## src/rtl/sps_pkg.sv

```systemverilog
package sps_pkg;
  localparam int CTRL_W  = 14;
  localparam int DIGIT_W = 4;
  localparam int SYNC_STAGES = 2;

  typedef enum logic [2:0] {
    MODE_RX   = 3'b000,
    MODE_TX   = 3'b001,
    MODE_TONE = 3'b010,
    MODE_PD1  = 3'b011,
    MODE_PD2  = 3'b100,
    MODE_LOOP = 3'b101
  } mode_e;

  // Packed so that the first bit shifted in lands in the most significant bit.
  typedef struct packed {
    logic [3:0] tone;
    logic [3:0] level;
    logic [1:0] guard;
    logic       squelch;
    logic [2:0] mode;
  } ctrl_t;

  function automatic logic [2:0] fold_mode(input logic [2:0] code);
    return (code > MODE_LOOP) ? MODE_PD2 : code;
  endfunction
endpackage

```

## src/rtl/sps_sync.sv

```systemverilog
module sps_sync #(
  parameter int W      = 1,
  parameter int STAGES = 2
) (
  input  logic         clk_i,
  input  logic         rst_ni,
  input  logic [W-1:0] d_i,
  output logic [W-1:0] q_o
);
  localparam int CHAIN_W = W * STAGES;

  logic [CHAIN_W-1:0] chain_d, chain_q;

  always_comb begin
    chain_d = {chain_q[CHAIN_W-W-1:0], d_i};
  end

  always_ff @(posedge clk_i or negedge rst_ni) begin
    if (!rst_ni) chain_q <= '0;
    else         chain_q <= chain_d;
  end

  assign q_o = chain_q[CHAIN_W-1 -: W];
endmodule

```

## src/rtl/sps_edge.sv

```systemverilog
module sps_edge #(
  parameter int W = 1
) (
  input  logic         clk_i,
  input  logic         rst_ni,
  input  logic [W-1:0] lvl_i,
  output logic [W-1:0] rise_o
);
  logic [W-1:0] prev_q;

  always_ff @(posedge clk_i or negedge rst_ni) begin
    if (!rst_ni) prev_q <= '0;
    else         prev_q <= lvl_i;
  end

  assign rise_o = lvl_i & ~prev_q;
endmodule

```

## src/rtl/sps_wr_path.sv

```systemverilog
module sps_wr_path
  import sps_pkg::*;
(
  input  logic  clk_i,
  input  logic  rst_ni,
  input  logic  sck_rise_i,
  input  logic  en_lvl_i,
  input  logic  dir_lvl_i,
  input  logic  sdi_lvl_i,
  output ctrl_t applied_o
);
  logic  write_sel;
  logic  shift_en, apply_en;
  logic [CTRL_W-1:0] shadow_d, shadow_q;
  ctrl_t applied_d, applied_q;

  assign write_sel = ~dir_lvl_i;
  assign shift_en  = write_sel & ~en_lvl_i & sck_rise_i;
  assign apply_en  = write_sel & en_lvl_i;

  always_comb begin
    shadow_d  = shadow_q;
    applied_d = applied_q;
    if (shift_en) shadow_d  = {shadow_q[CTRL_W-2:0], sdi_lvl_i};
    if (apply_en) applied_d = ctrl_t'(shadow_q);
  end

  always_ff @(posedge clk_i or negedge rst_ni) begin
    if (!rst_ni) begin
      shadow_q  <= '0;
      applied_q <= '0;
    end else begin
      if (shift_en) shadow_q  <= shadow_d;
      if (apply_en) applied_q <= applied_d;
    end
  end

  assign applied_o = applied_q;

  AST_SHADOW_FROZEN: assert property (@(posedge clk_i) disable iff (!rst_ni)
    (en_lvl_i && !dir_lvl_i) |=> $stable(shadow_q));
  AST_APPLIED_HOLD: assert property (@(posedge clk_i) disable iff (!rst_ni)
    !(en_lvl_i && !dir_lvl_i) |=> $stable(applied_q));
  AST_APPLY_NOW: assert property (@(posedge clk_i) disable iff (!rst_ni)
    (en_lvl_i && !dir_lvl_i) |=> (applied_q == ctrl_t'($past(shadow_q))));
endmodule

```

## src/rtl/sps_rd_path.sv

```systemverilog
module sps_rd_path #(
  parameter int DIGIT_W = 4
) (
  input  logic               clk_i,
  input  logic               rst_ni,
  input  logic               sck_rise_i,
  input  logic               en_rise_i,
  input  logic               dir_lvl_i,
  input  logic [DIGIT_W-1:0] digit_i,
  output logic               sdo_o,
  output logic               sdo_oe_o
);
  localparam int IDX_W = (DIGIT_W > 1) ? $clog2(DIGIT_W) : 1;
  localparam logic [IDX_W-1:0] LAST_IDX = IDX_W'(DIGIT_W - 1);

  logic [DIGIT_W-1:0] data_d, data_q;
  logic [IDX_W-1:0]   idx_d, idx_q;
  logic               active_d, active_q;

  always_comb begin
    data_d   = data_q;
    idx_d    = idx_q;
    active_d = active_q;
    if (!dir_lvl_i) begin
      data_d   = '0;
      idx_d    = '0;
      active_d = 1'b0;
    end else if (en_rise_i) begin
      data_d   = digit_i;
      idx_d    = '0;
      active_d = 1'b1;
    end else if (sck_rise_i && active_q) begin
      idx_d = (idx_q == LAST_IDX) ? '0 : idx_q + 1'b1;
    end
  end

  always_ff @(posedge clk_i or negedge rst_ni) begin
    if (!rst_ni) begin
      data_q   <= '0;
      idx_q    <= '0;
      active_q <= 1'b0;
    end else begin
      data_q   <= data_d;
      idx_q    <= idx_d;
      active_q <= active_d;
    end
  end

  assign sdo_o    = active_q & data_q[idx_q];
  assign sdo_oe_o = active_q;

  AST_LOAD_FIRST: assert property (@(posedge clk_i) disable iff (!rst_ni)
    (dir_lvl_i && en_rise_i) |=> (sdo_oe_o && idx_q == '0));
  AST_IDX_WRAP: assert property (@(posedge clk_i) disable iff (!rst_ni)
    (dir_lvl_i && !en_rise_i && sck_rise_i && sdo_oe_o && idx_q == LAST_IDX) |=> (idx_q == '0));
  AST_SNAPSHOT_HELD: assert property (@(posedge clk_i) disable iff (!rst_ni)
    (dir_lvl_i && !en_rise_i) |=> $stable(data_q));
  AST_OE_DROPS: assert property (@(posedge clk_i) disable iff (!rst_ni)
    !dir_lvl_i |=> (!sdo_oe_o && !sdo_o));
endmodule

```

## src/rtl/tone_ctrl_serial_port.sv

```systemverilog
module tone_ctrl_serial_port
  import sps_pkg::*;
(
  input  logic       clk_i,
  input  logic       rst_ni,
  input  logic       ser_clk_i,
  input  logic       ser_en_i,
  input  logic       ser_dir_i,
  input  logic       ser_data_i,
  output logic       ser_data_o,
  output logic       ser_data_oe_o,
  input  logic [3:0] digit_i,
  output logic [2:0] mode_o,
  output logic       squelch_o,
  output logic [1:0] guard_sel_o,
  output logic [3:0] level_o,
  output logic [3:0] tone_o
);
  localparam int NUM_IN   = 4;
  localparam int NUM_EDGE = 2;

  logic [1:0]          rst_sync_q;
  logic                rst_n_int;
  logic [NUM_IN-1:0]   raw_in, sync_lvl;
  logic [NUM_EDGE-1:0] edge_rise;
  logic                sck_lvl, en_lvl, dir_lvl, sdi_lvl;
  logic                sck_rise, en_rise;
  ctrl_t               applied;

  // Reset asserted asynchronously, released on the clock.
  always_ff @(posedge clk_i or negedge rst_ni) begin
    if (!rst_ni) rst_sync_q <= 2'b00;
    else         rst_sync_q <= {rst_sync_q[0], 1'b1};
  end
  assign rst_n_int = rst_sync_q[1];

  assign raw_in = {ser_data_i, ser_dir_i, ser_en_i, ser_clk_i};

  sps_sync #(.W(NUM_IN), .STAGES(SYNC_STAGES)) i_sync (
    .clk_i  (clk_i),
    .rst_ni (rst_n_int),
    .d_i    (raw_in),
    .q_o    (sync_lvl)
  );

  assign {sdi_lvl, dir_lvl, en_lvl, sck_lvl} = sync_lvl;

  sps_edge #(.W(NUM_EDGE)) i_edge (
    .clk_i  (clk_i),
    .rst_ni (rst_n_int),
    .lvl_i  ({en_lvl, sck_lvl}),
    .rise_o (edge_rise)
  );

  assign {en_rise, sck_rise} = edge_rise;

  sps_wr_path i_wr (
    .clk_i      (clk_i),
    .rst_ni     (rst_n_int),
    .sck_rise_i (sck_rise),
    .en_lvl_i   (en_lvl),
    .dir_lvl_i  (dir_lvl),
    .sdi_lvl_i  (sdi_lvl),
    .applied_o  (applied)
  );

  sps_rd_path #(.DIGIT_W(DIGIT_W)) i_rd (
    .clk_i      (clk_i),
    .rst_ni     (rst_n_int),
    .sck_rise_i (sck_rise),
    .en_rise_i  (en_rise),
    .dir_lvl_i  (dir_lvl),
    .digit_i    (digit_i),
    .sdo_o      (ser_data_o),
    .sdo_oe_o   (ser_data_oe_o)
  );

  assign mode_o      = fold_mode(applied.mode);
  assign squelch_o   = applied.squelch;
  assign guard_sel_o = applied.guard;
  assign level_o     = applied.level;
  assign tone_o      = applied.tone;

  AST_MODE_LEGAL: assert property (@(posedge clk_i) disable iff (!rst_n_int)
    (mode_o <= MODE_LOOP));
  AST_MODE_FOLD: assert property (@(posedge clk_i) disable iff (!rst_n_int)
    (applied.mode[2] && applied.mode[1]) |-> (mode_o == MODE_PD2));
endmodule

```

## config.mk

```make
export PLATFORM = sky130hd
export DESIGN_NAME = tone_ctrl_serial_port
export DESIGN_NICKNAME = d
export VERILOG_FILES = /design/src/rtl/sps_pkg.sv /design/src/rtl/sps_sync.sv /design/src/rtl/sps_edge.sv /design/src/rtl/sps_wr_path.sv /design/src/rtl/sps_rd_path.sv /design/src/rtl/tone_ctrl_serial_port.sv
export SDC_FILE = /design/constraint.sdc
export NUM_CORES = 1
export LEC_CHECK = 0
export CORE_MARGIN = 1
export CORE_UTILIZATION = 40
export DETAILED_ROUTE_END_ITERATION = 10
export GPL_TIMING_DRIVEN = 0
export PLACE_DENSITY_LB_ADDON = 0.3
export SLEW_MARGIN = 15
export SYNTH_ARGS = -nofsm -noshare
export SYNTH_HDL_FRONTEND = slang
export SYNTH_SLANG_ARGS = --single-unit
```

## constraint.sdc

```tcl
create_clock -name clk_i -period 1.3 [get_ports clk_i]
set_input_delay 0.26 -clock clk_i [delete_from_list [all_inputs] [get_ports clk_i]]
set_output_delay 0.26 -clock clk_i [all_outputs]
set_load 0.02 [all_outputs]
```

* Yosys cells after proc, flatten, opt, wreduce, memory -nomap -nowiden
Index checks and enable logic that the tools add are counted.
Operators by class: $lt $le $gt $ge 2, bitwise operators 8, equal/unequal tests 3, reduce and logical (&&, ||, !) cells 1, muxes and demuxes 11, $add $sub $neg 1
Operator list (number):
- $mux W2 | 4
- $mux W4 | 2
- $and A1 B1 Y1 | 4
- $gt A3 B3 Y1 const B | 1
- $lt A2 B3 Y1 const B | 1
- $mux W1 | 3
- $mux W3 | 1
- $ne A3 B2 Y1 const B | 1
- $add A2 B1 Y2 const B | 1
- $and A2 B2 Y2 | 1
- $bmux W1 S2 | 1
- $eq A2 B2 Y1 const B | 1
- $ne A2 B2 Y1 const B | 1
- $not A1 Y1 | 2
- $not A2 Y2 | 1
- $logic_and A1 B1 Y1 | 1
Storage, ports and cells: logic and storage cells 38, output and inout bits 16, flip-flop bits (word level) 47

* Depth between registers and ports, before layout
Gate-level depths: netlist (run 1).
depth after elaboration 6, gate-level depth with buffers 4, mapped depth without buffers 3

* Cells and area by module
From an unflattened synthesis (run 1), not the netlist that was laid out.
Unflattened totals: cell total of the unflattened synthesis 109, area total of the unflattened synthesis 1791.7 µm²
Modules (own cells, without submodules):
- sps_wr_path | cells each 60, area an instance 1062.3 µm², sequential area each 700.7 µm², times used 1
- sps_rd_path | cells each 27, area an instance 346.6 µm², sequential area each 175.2 µm², times used 1
- sps_sync | cells each 12, area an instance 230.2 µm², sequential area each 200.2 µm², times used 1
- sps_edge | cells each 4, area an instance 77.6 µm², sequential area each 50.0 µm², times used 1
- tone_ctrl_serial_port | cells each 6, area an instance 75.1 µm², sequential area each 50.0 µm², times used 1

* Worst setup path before layout (run 1)
No wires, ideal clock.
path type register to register, start point reg i_sync.chain_q[6], end point reg i_wr.shadow_q[10], period minus slack after synthesis 1449 ps, arrival time 1325 ps, cell stages (with the launch flop) 4, data required time 1175 ps, buffers on the path 1, path slack -149 ps, cell sequence dfrtp_1 -> nor4b_4 -> buf_6 -> mux2_2
Between the ends: word-level cells in the longest chain between the ends 3
Ends and longest elaborated chain:
- start: declaration | RTL line sps_sync.sv:12 | logic [CHAIN_W-1:0] chain_d, chain_q;
- start signal: assignment | RTL line sps_sync.sv:20 | else chain_q <= chain_d;
- $not A1 Y1 | RTL line sps_wr_path.sv:17 | assign write_sel = ~dir_lvl_i;
- $and A1 B1 Y1 (2 in series) | RTL line sps_wr_path.sv:18 | assign shift_en = write_sel & ~en_lvl_i & sck_rise_i;
- end signal: assignment | RTL line sps_wr_path.sv:33 | if (shift_en) shadow_q <= shadow_d;
- end: declaration | RTL line sps_wr_path.sv:14 | logic [CTRL_W-1:0] shadow_d, shadow_q;
No other way between the ends. A chain may end at the register's enable or synchronous reset.

* Worst setup path in the final report (run 1)
start point reg i_rd.idx_q[0], end point out ser_data_o
Between the ends: word-level cells in the longest chain between the ends 3
Ends and longest elaborated chain:
- start: declaration | RTL line sps_rd_path.sv:17 | logic [IDX_W-1:0] idx_d, idx_q;
- start signal: assignment | RTL line sps_rd_path.sv:44 | idx_q <= idx_d;
- $bmux W1 S2 | RTL line sps_rd_path.sv:49 | assign sdo_o = active_q & data_q[idx_q];
- $mux W1 (implied by the code) | RTL line sps_rd_path.sv:49
- $and A1 B1 Y1 | RTL line sps_rd_path.sv:49
- end: declaration | RTL line tone_ctrl_serial_port.sv:10 | output logic ser_data_o,
No other way between the ends. The select of a mux whose other input is x is not followed.

==> results_dict.tcl, run 1 <==
set metrics [dict create \
    reg2reg_depth 4 \
    reg2reg_to "i_wr.shadow_q[13]" \
    dpl_worst_slack_ns -0.540 \
    dr.pass1.iters 2 \
    layout-drive-gt1-share 0.529 \
    critPathMaxFanout 2 \
    end_kind "output port" \
    cp_cell_sequence "mux4_2 > and2_4 > buf_6" \
    cts_buffers 5 \
    r2r_slack_ns -0.16 \
    vias 982 \
    violations "negative setup slack" \
    synth.distinct_cells 22 \
    setup_violations 29 \
    initial_core_util 0.417 \
    fin_cells 209 \
    portBuffers 25 \
    cp.required_ns 1.04 \
    synth_nets 126 \
    crit_type "reg -> out" \
    antenna_found_initial 0 \
    start_kind "flop" \
    syn_avg_cell_area_um2 15.8 \
    ios 26 \
    status "finished, violations left" \
    vias_per_cell 4.70 \
    slew-limit-headroom 0.624 \
    rsz0062_at_grt "yes" \
    slowest_delay_ns 0.49 \
    tightest_slew_ns 0.564 \
    fin_crit_ns 1.68 \
    hold_buffers 0 \
    synth_edf_count 0 \
    slew_viol_final 0 \
    wl_per_cell_um 14.2 \
    root_buffer "clkbuf_8" \
    grt_usage 0.128 \
    hold_violations 0 \
    tns_ns -2.68 \
    maxCapViolations 0 \
    multi_input_area_um2 662 \
    clkTransAtPathRegs_ns 0.08 \
    ir_drop_v 0.000997 \
    timing.fmax_mhz 594 \
    ant_nets 0 \
    synth_area_mm2 0.00181 \
    num_rows 24 \
    clockBufferDepth 2 \
    die_w_um 69.3 \
    ys_warn_count 0 \
    grt_overflow_total 0 \
    yosys.area.top_type "dfrtp_1" \
    gp_congestion 0.680 \
    dp_hpwl_um 1770 \
    synthArstFlopShare 1.00 \
    nets 167 \
    setup_ws_ns -0.384 \
    cts_tree "done" \
    cellLeakagePower_nw 1.21 \
    yosys-top-cells-area "dfrtp_1 (65%), mux2_2 (17%), buf_4 (4.1%)" \
    syn_inst 115 \
    die-area_mm2 0.00481 \
    ys_seq_elements 47 \
    antenna_cells 0 \
    post-route-period-util 1.30 \
    postRouteWirelength_um 2980 \
    synthFlopType "dfrtp_1" \
    fin_skew_ns 0.00519 \
    htree_levels 2 \
    crit_arrival_ns 1.42 \
    powerDensity_mw_per_mm2 1330 \
    cts.sinks 47 \
    slowest_stage "mux4_2" \
    coreArea_mm2 0.00435 \
    grt_max_degree 46 \
    whs_ns 0.130 \
    fillCellCount 353 \
    grt_pass1_wl_um 4860 \
    cp_num_buf_inv 1 \
    die_h_um 69.3 \
    yosysTopAreaCellShare 0.648 \
    drt_iter0_drc 29 \
    reg2reg_from "i_sync.chain_q[6]" \
    area_growth_pct 33.4 \
    seq_area_mm2 0.00118 \
    remaining_drc_errors 0 \
    first_global_vias 1059 \
    ys_seq_area_frac 0.648 \
    cp_top_family "multiplexers" \
    dp_cells 192 \
    insertion_delay_ns 0.29 \
    hp-class "in -> async" \
]
==> layer usage <==
metal  global-route usage  share of wire
met5                    0              0
met4               0.0612          0.020
met3               0.0320          0.043
met2                0.205           0.47
met1                0.164           0.47
==> kinds of logic after synthesis <==
logic type	count (synthesis)	synth area share
flops	47	0.648
simple gates	14	0.0566
other cells	1	0.00207
fa+ha+maj	1	0.00690
compound gates	3	0.0110
mux	34	0.214
buf+inv	15	0.0614
==> state kept, by name (all words and copies together) (netlist names) <==
signal and cells:
i_edge.prev_q 2, i_rd.data_q 4, i_rd.idx_q 2, i_rd.sdo_oe_o 1, i_sync.chain_q 8, i_wr.applied_o 14
i_wr.shadow_q 14, rst_sync_q 2
==> cells in the final DEF, fill, tap and decap left out <==
| cell | Yosys | routed |
|---|---|---|
| buf_2 | 2 | 11 |
| dfrtp_1 | 47 | 45 |
| ha_1 | 1 | 1 |
| clkbuf_1 | 1 | 2 |
| dfrtp_4 | 0 | 1 |
| conb_1 | 1 | 1 |
| buf_8 | 0 | 2 |
| nand2_1 | 1 | 1 |
| o21a_1 | 1 | 1 |
| or3_4 | 0 | 1 |
| a21boi_2 | 0 | 1 |
| nand3b_1 | 1 | 1 |
| clkdlybuf4s50_1 | 0 | 9 |
| mux4_2 | 1 | 1 |
| clkbuf_16 | 0 | 1 |
| clkbuf_8 | 0 | 7 |
| mux2i_1 | 5 | 5 |
| clkbuf_2 | 0 | 1 |
| a21oi_2 | 0 | 1 |
| nor2_1 | 1 | 1 |
| buf_6 | 2 | 6 |
| nor4b_4 | 1 | 1 |
| or2b_1 | 1 | 1 |
| nor2b_4 | 0 | 2 |
| nor2b_1 | 7 | 5 |
| and2_4 | 0 | 1 |
| dfrtp_2 | 0 | 1 |
| buf_4 | 10 | 17 |
| dlygate4sd2_1 | 0 | 1 |
| mux2_4 | 0 | 28 |
==> cells in the mapped netlist, types with 2 or more instances <==
master,count
buf_2,2
buf_4,10
buf_6,2
dfrtp_1,47
mux2_2,27
mux2i_1,5
nor2b_1,7
==> metrics by stage <==
step	util	power, mW	area (um2)
finish	0.556	3.23	2420
global route	0.556	3.39	2420
CTS	0.523	3.16	2280
detailed placement	0.490	2.23	2130
global placement	0.490	2.21	2130
floorplan	-	2.01	1820
==> power breakdown <==
group	leakage (nW)	internal (mW)	switching, mW	total, mW
Combinational	0.549	0.344	0.204	0.547
Clock	0.0515	0.485	0.448	0.933
Sequential	0.612	1.61	0.145	1.75
==> repair_timing <==
| action | in CTS | in global routing |
|---|---|---|
| setup endpoints to repair | 40 | 36 |
| endpoints found under the hold margin | 0 | 0 |
| buffers inserted | 5 | 3 |
| pin swaps | 2 | 3 |
| cloned | 1 | 1 |
| resized for setup | 82 | 30 |
==> worst max-delay path by stage <==
stage | start | end | slack (ns) | cells after the start
6_report | i_rd.idx_q[0] | ser_data_o | -0.38 | 3
3_3_place_gp | i_rd.idx_q[0] | ser_data_o | -0.53 | 3
3_5_place_dp | i_rd.idx_q[0] | ser_data_o | -0.54 | 3
2_1_floorplan | i_sync.chain_q[5] | i_wr.shadow_q[10] | -0.13 | 3
5_1_grt | i_rd.idx_q[0] | ser_data_o | -0.44 | 3
4_1_cts | i_rd.idx_q[0] | ser_data_o | -0.39 | 3
==> final cells by class <==
type                    instances  area share
plain buffers                  15      0.0527
clock buffers                   8      0.0413
multi-input cells              53       0.273
flip-flops and latches         47       0.488
well taps                      52      0.0269
repair buffers                 34       0.118
No activity file was read; power rests on OpenSTA's default activity.
==> inputs of run 2 (changes only) <==
- CORE_MARGIN: 1 -> 4
- CORE_UTILIZATION: 40 -> 47
==> results_dict.tcl, run 2 (synthesis results as in run 1) <==
set metrics [dict create \
    initial_core_util 0.492 \
    dp_hpwl_um 1780 \
    powerDensity_mw_per_mm2 1430 \
    coreArea_mm2 0.00369 \
    insertion_delay_ns 0.30 \
    first_global_vias 1001 \
    area_growth_pct 28.0 \
    end_kind "output port" \
    htree_levels 2 \
    setup_ws_ns -0.400 \
    drt_iter0_drc 29 \
    crit_arrival_ns 1.44 \
    hold_violations 0 \
    grt_usage 0.126 \
    postRouteWirelength_um 2830 \
    die_h_um 70.1 \
    antenna_found_initial 0 \
    placed_area_mm2 0.00213 \
    grt_max_degree 46 \
    final_util 0.630 \
    antenna_cells 0 \
    grt_pass1_wl_um 4830 \
    tightest_slew_ns 0.929 \
    reg2reg_depth 4 \
    cts_buffers 5 \
    portBuffers 25 \
    ir_drop_v 0.000918 \
    cts_tree "done" \
    final_common_cell "dfrtp_1" \
    ant_nets 0 \
    vias 950 \
    dr.pass1.iters 4 \
    nets 165 \
    slew_viol_final 0 \
    cts.sinks 47 \
    p_total_mw 3.31 \
    fin_skew_ns 0.00417 \
    dp_cells 188 \
    vias_per_cell 4.68 \
    hold_buffers 0 \
    critPathMaxFanout 2 \
    cellLeakagePower_nw 1.17 \
    slowest_stage "mux4_2" \
    hp-class "in -> async" \
    clkTransAtPathRegs_ns 0.08 \
    maxCapViolations 0 \
    fin_cells 203 \
    clockBufferDepth 2 \
    slew-limit-headroom 0.381 \
    slowest_delay_ns 0.49 \
    multi_input_area_um2 593 \
    layout-drive-gt1-share 0.503 \
    cp.required_ns 1.04 \
    seq_area_mm2 0.00118 \
    gp_congestion 0.705 \
    num_rows 22 \
    die-area_mm2 0.00492 \
    setup_violations 16 \
    grt_overflow_total 0 \
    die_w_um 70.1 \
    violations "negative setup slack" \
    fin_crit_ns 1.70 \
    timing.fmax_mhz 588 \
    status "finished, violations left" \
    ios 26 \
    wl_per_cell_um 14.0 \
    post-route-period-util 1.31 \
    remaining_drc_errors 0 \
    cp_cell_sequence "mux4_2 > and2_4 > buf_6" \
    start_kind "flop" \
    crit_type "reg -> out" \
    final_area_mm2 0.00232 \
    rsz0062_at_grt "yes" \
    mostFrequentLayoutCells "dfrtp_1 (45), buf_4 (16), mux2_4 (14)" \
    root_buffer "clkbuf_8" \
    fillCellCount 293 \
]
## run 2: power breakdown
| group | switching [mW] | internal [mW] | leakage [nW] | total [mW] |
|---|---|---|---|---|
| Combinational | 0.196 | 0.296 | 0.493 | 0.492 |
| Sequential | 0.134 | 1.61 | 0.612 | 1.74 |
| Clock | 0.460 | 0.622 | 0.0612 | 1.08 |
| Total | 0.790 | 2.52 | 1.17 | 3.31 |
## run 2: timing repair
| item | 4_1_cts | 5_1_grt |
|---|---|---|
| setup endpoints to repair | 40 | 32 |
| pin swaps | 2 | 2 |
| gates cloned | 1 | 1 |
| resized for setup | 83 | 10 |
| setup buffers | 5 | 1 |
## run 2: through the flow
step                hold WS, ns  worst slack, ns  setup TNS [ns]
global route             0.0963           -0.464           -3.26
global placement          0.333           -0.550           -4.19
detailed placement        0.335           -0.551           -4.87
floorplan               -0.0356           -0.133           -1.34
finish                    0.113           -0.400           -2.16
CTS                       0.106           -0.427           -1.77
## run 2: worst max-delay path, delay by kind of cell (launching register included)
kind | cells | cell delay, ns
buffers and inverters | 1 | 0.12
flip-flops | 1 | 0.38
multiplexers | 1 | 0.49
AND/OR/NAND/NOR | 1 | 0.15
## run 2: cell type report
cell class | instances | area share
flip-flops and latches | 47 | 0.508
multi-input cells | 53 | 0.255
repair buffers | 33 | 0.115
plain buffers | 14 | 0.0458
clock buffers | 6 | 0.0356
well taps | 48 | 0.0259
clock inverters | 2 | 0.0151
## run 2: final timing paths
path / start / end / slack (ns)
max in group asynchronous: rst_sync_q[1] / i_sync.chain_q[6] / 0.26
max: i_rd.idx_q[0] / ser_data_o / -0.40
max reg2reg: i_sync.chain_q[5] / i_wr.shadow_q[4] / -0.15
min in group clk_i: i_sync.chain_q[2] / i_sync.chain_q[6] / 0.35
min: rst_ni / rst_sync_q[1] / 0.11
min reg2reg: i_sync.chain_q[2] / i_sync.chain_q[6] / 0.35
## run 2: per-layer routing
layer	vias to the layer above	global-route usage	routed length [um]
li1	453	-	-
met1	472	0.160	1260
met2	19	0.190	1380
met3	6	0.0547	151
met4	0	0.0511	46
met5	-	0	0
==> inputs of run 3 (changes only) <==
- ABC_AREA: unset -> 1
- CORE_MARGIN: 4 -> 3
- CORE_UTILIZATION: 47 -> 48
==> results_dict.tcl, run 3 <==
set metrics [dict create \
    die_h_um 69.3 \
    dp_hpwl_um 2130 \
    ys_warn_count 0 \
    ios 26 \
    ant_nets 0 \
    grt_usage 0.149 \
    final_common_cell "dfrtp_1" \
    grt_pass1_wl_um 5760 \
    slowest_delay_ns 0.41 \
    synth_common_cells "dfrtp_1 (47), nand2_1 (32), inv_1 (24), o21ai_0 (16), o21ai_2 (14)" \
    hp-class "in -> async" \
    wl_per_cell_um 11.7 \
    cp-endpoint "ser_data_o" \
    reg2reg_from "i_sync.chain_q[6]" \
    timing.fmax_mhz 688 \
    vias_per_cell 4.75 \
    critPathMaxFanout 4 \
    tns_ns -0.154 \
    syn_inst 181 \
    gp_congestion 0.847 \
    cts.sinks 47 \
    ys_seq_elements 47 \
    crit_type "reg -> out" \
    nets 228 \
    die_w_um 69.3 \
    first_global_vias 1270 \
    startpoint "i_rd.idx_q[0]" \
    antenna_cells 0 \
    slew_viol_final 0 \
    synthArstFlopShare 1.00 \
    die-area_mm2 0.00481 \
    initial_core_util 0.511 \
    root_buffer "clkbuf_8" \
    r2r_slack_ns 0.13 \
    drt_iter0_drc 58 \
    coreArea_mm2 0.00377 \
    synth.distinct_cells 23 \
    fin_skew_ns 0.00323 \
    vias 1264 \
    layout-drive-gt1-share 0.326 \
    powerDensity_mw_per_mm2 1390 \
    remaining_drc_errors 0 \
    setup_ws_ns -0.154 \
    syn_avg_cell_area_um2 10.6 \
    hold_buffers 0 \
    yosysTopAreaCellShare 0.611 \
    area_growth_pct 21.5 \
    yosys-top-cells-area "dfrtp_1 (61%), o21ai_2 (6.4%), nand2_1 (6.2%)" \
    ys_seq_area_frac 0.611 \
    synth_nets 192 \
    dpl_worst_slack_ns -0.324 \
    postRouteWirelength_um 3110 \
    maxCapViolations 0 \
    start_kind "flop" \
    num_rows 22 \
    reg2reg_to "i_wr.shadow_q[12]" \
    slowest_stage "dfrtp_1" \
    whs_ns 0.110 \
    grt_max_degree 46 \
    reg2reg_depth 5 \
    fin_crit_ns 1.45 \
    insertion_delay_ns 0.30 \
    slew-limit-headroom 0.383 \
    crit_arrival_ns 1.19 \
    clockBufferDepth 2 \
    cp.required_ns 1.04 \
    cellLeakagePower_nw 1.15 \
    mostFrequentLayoutCells "dfrtp_1 (46), nand2_1 (32), inv_1 (23)" \
    cts_tree "done" \
    cp_cell_sequence "inv_2 > nand2_1 > nand3_1 > a21oi_1 > buf_4" \
    synth_area_mm2 0.00193 \
    rsz0062_at_grt "yes" \
    end_kind "output port" \
    yosys.area.top_type "dfrtp_1" \
    setup_violations 1 \
    ir_drop_v 0.000924 \
    dr.pass1.iters 4 \
    post-route-period-util 1.12 \
    htree_levels 2 \
    grt_overflow_total 0 \
    synthFlopType "dfrtp_1" \
    tightest_slew_ns 0.926 \
    clkTransAtPathRegs_ns 0.08 \
    synth_edf_count 0 \
    portBuffers 25 \
    violations "negative setup slack" \
    status "finished, violations left" \
    hold_violations 0 \
    cts_buffers 5 \
    antenna_found_initial 0 \
    yosysMostFrequentCell "dfrtp_1" \
]
==> run 3: cell count changes after synthesis, sizes merged, moves of 8 or more <==
| cell | change |
|---|---|
| inv | +26 |
| o21ai | +31 |
| nand2 | +38 |
| nor2 | +10 |
| nand3 | +8 |
| mux2 | -28 |
==> run 3: worst max-delay path, delay by kind of cell (launching register included) <==
family / cells / cell delay [ns]
AOI/OAI and AO/OA: 1 / 0.15
and+or+nand+nor: 2 / 0.12
buffers and inverters: 2 / 0.22
DFF: 1 / 0.41
==> run 3: power breakdown <==
part	total [mW]	internal, mW	switching, mW
Clock	1.25	0.766	0.479
Combinational	0.354	0.156	0.198
Sequential	1.64	1.56	0.0841
Total	3.24	2.48	0.761
==> run 3: timing repair <==
action	CTS	global route
resized for setup	64	4
buffers inserted	3	1
setup endpoints to repair	16	5
pin swaps	1	1
==> run 3: how the worst min path moves through the flow <==
stage,endpoint,slack [ns],cells after the start
after floorplan,rst_sync_q[0],-0.04,0
after global placement,i_sync.chain_q[6],0.33,0
after CTS,rst_sync_q[0],0.10,1
final,rst_sync_q[0],0.11,1
after global routing,rst_sync_q[0],0.09,1
after detailed placement,i_sync.chain_q[5],0.34,0
==> run 3: area by class of cell <==
type,count,area (um2)
plain buffers,15,133
inverters,26,100
clock buffers,5,68.8
fillers,310,1430
well taps,48,60.1
clock inverters,3,67.6
repair buffers,29,213
multi-input cells,93,520
flip-flops and latches,47,1180
==> run 3: per-stage QoR <==
stage,instance area (um2),power [mW],std cells,util
5_1_grt,2340,3.40,266,0.620
3_5_place_dp,2240,2.04,254,0.593
6_report,2340,3.24,266,0.620
4_1_cts,2330,3.27,265,0.618
2_1_floorplan,1930,1.89,181,-
3_3_place_gp,2240,2.03,254,0.593
==> run 3: layer usage <==
metal	vias up	share of wire	track usage	wire [um]
li1	620	-	-	-
met1	610	0.43	0.193	1350
met2	28	0.50	0.239	1570
met3	6	0.043	0.0449	135
met4	0	0.018	0.0521	55
met5	-	0	0	0
==> run 3: cell families (layout without fill, tap and decap cells) <==
logic type	Yosys count	count (layout)	synth area share
AND/OR/NAND/NOR	58	58	0.146
flip-flops	47	47	0.611
buffers and inverters	41	78	0.121
AO/OA/AOI/OAI	33	33	0.114
adder cells (fa/ha/maj)	1	1	0.00650
other	1	1	0.00195
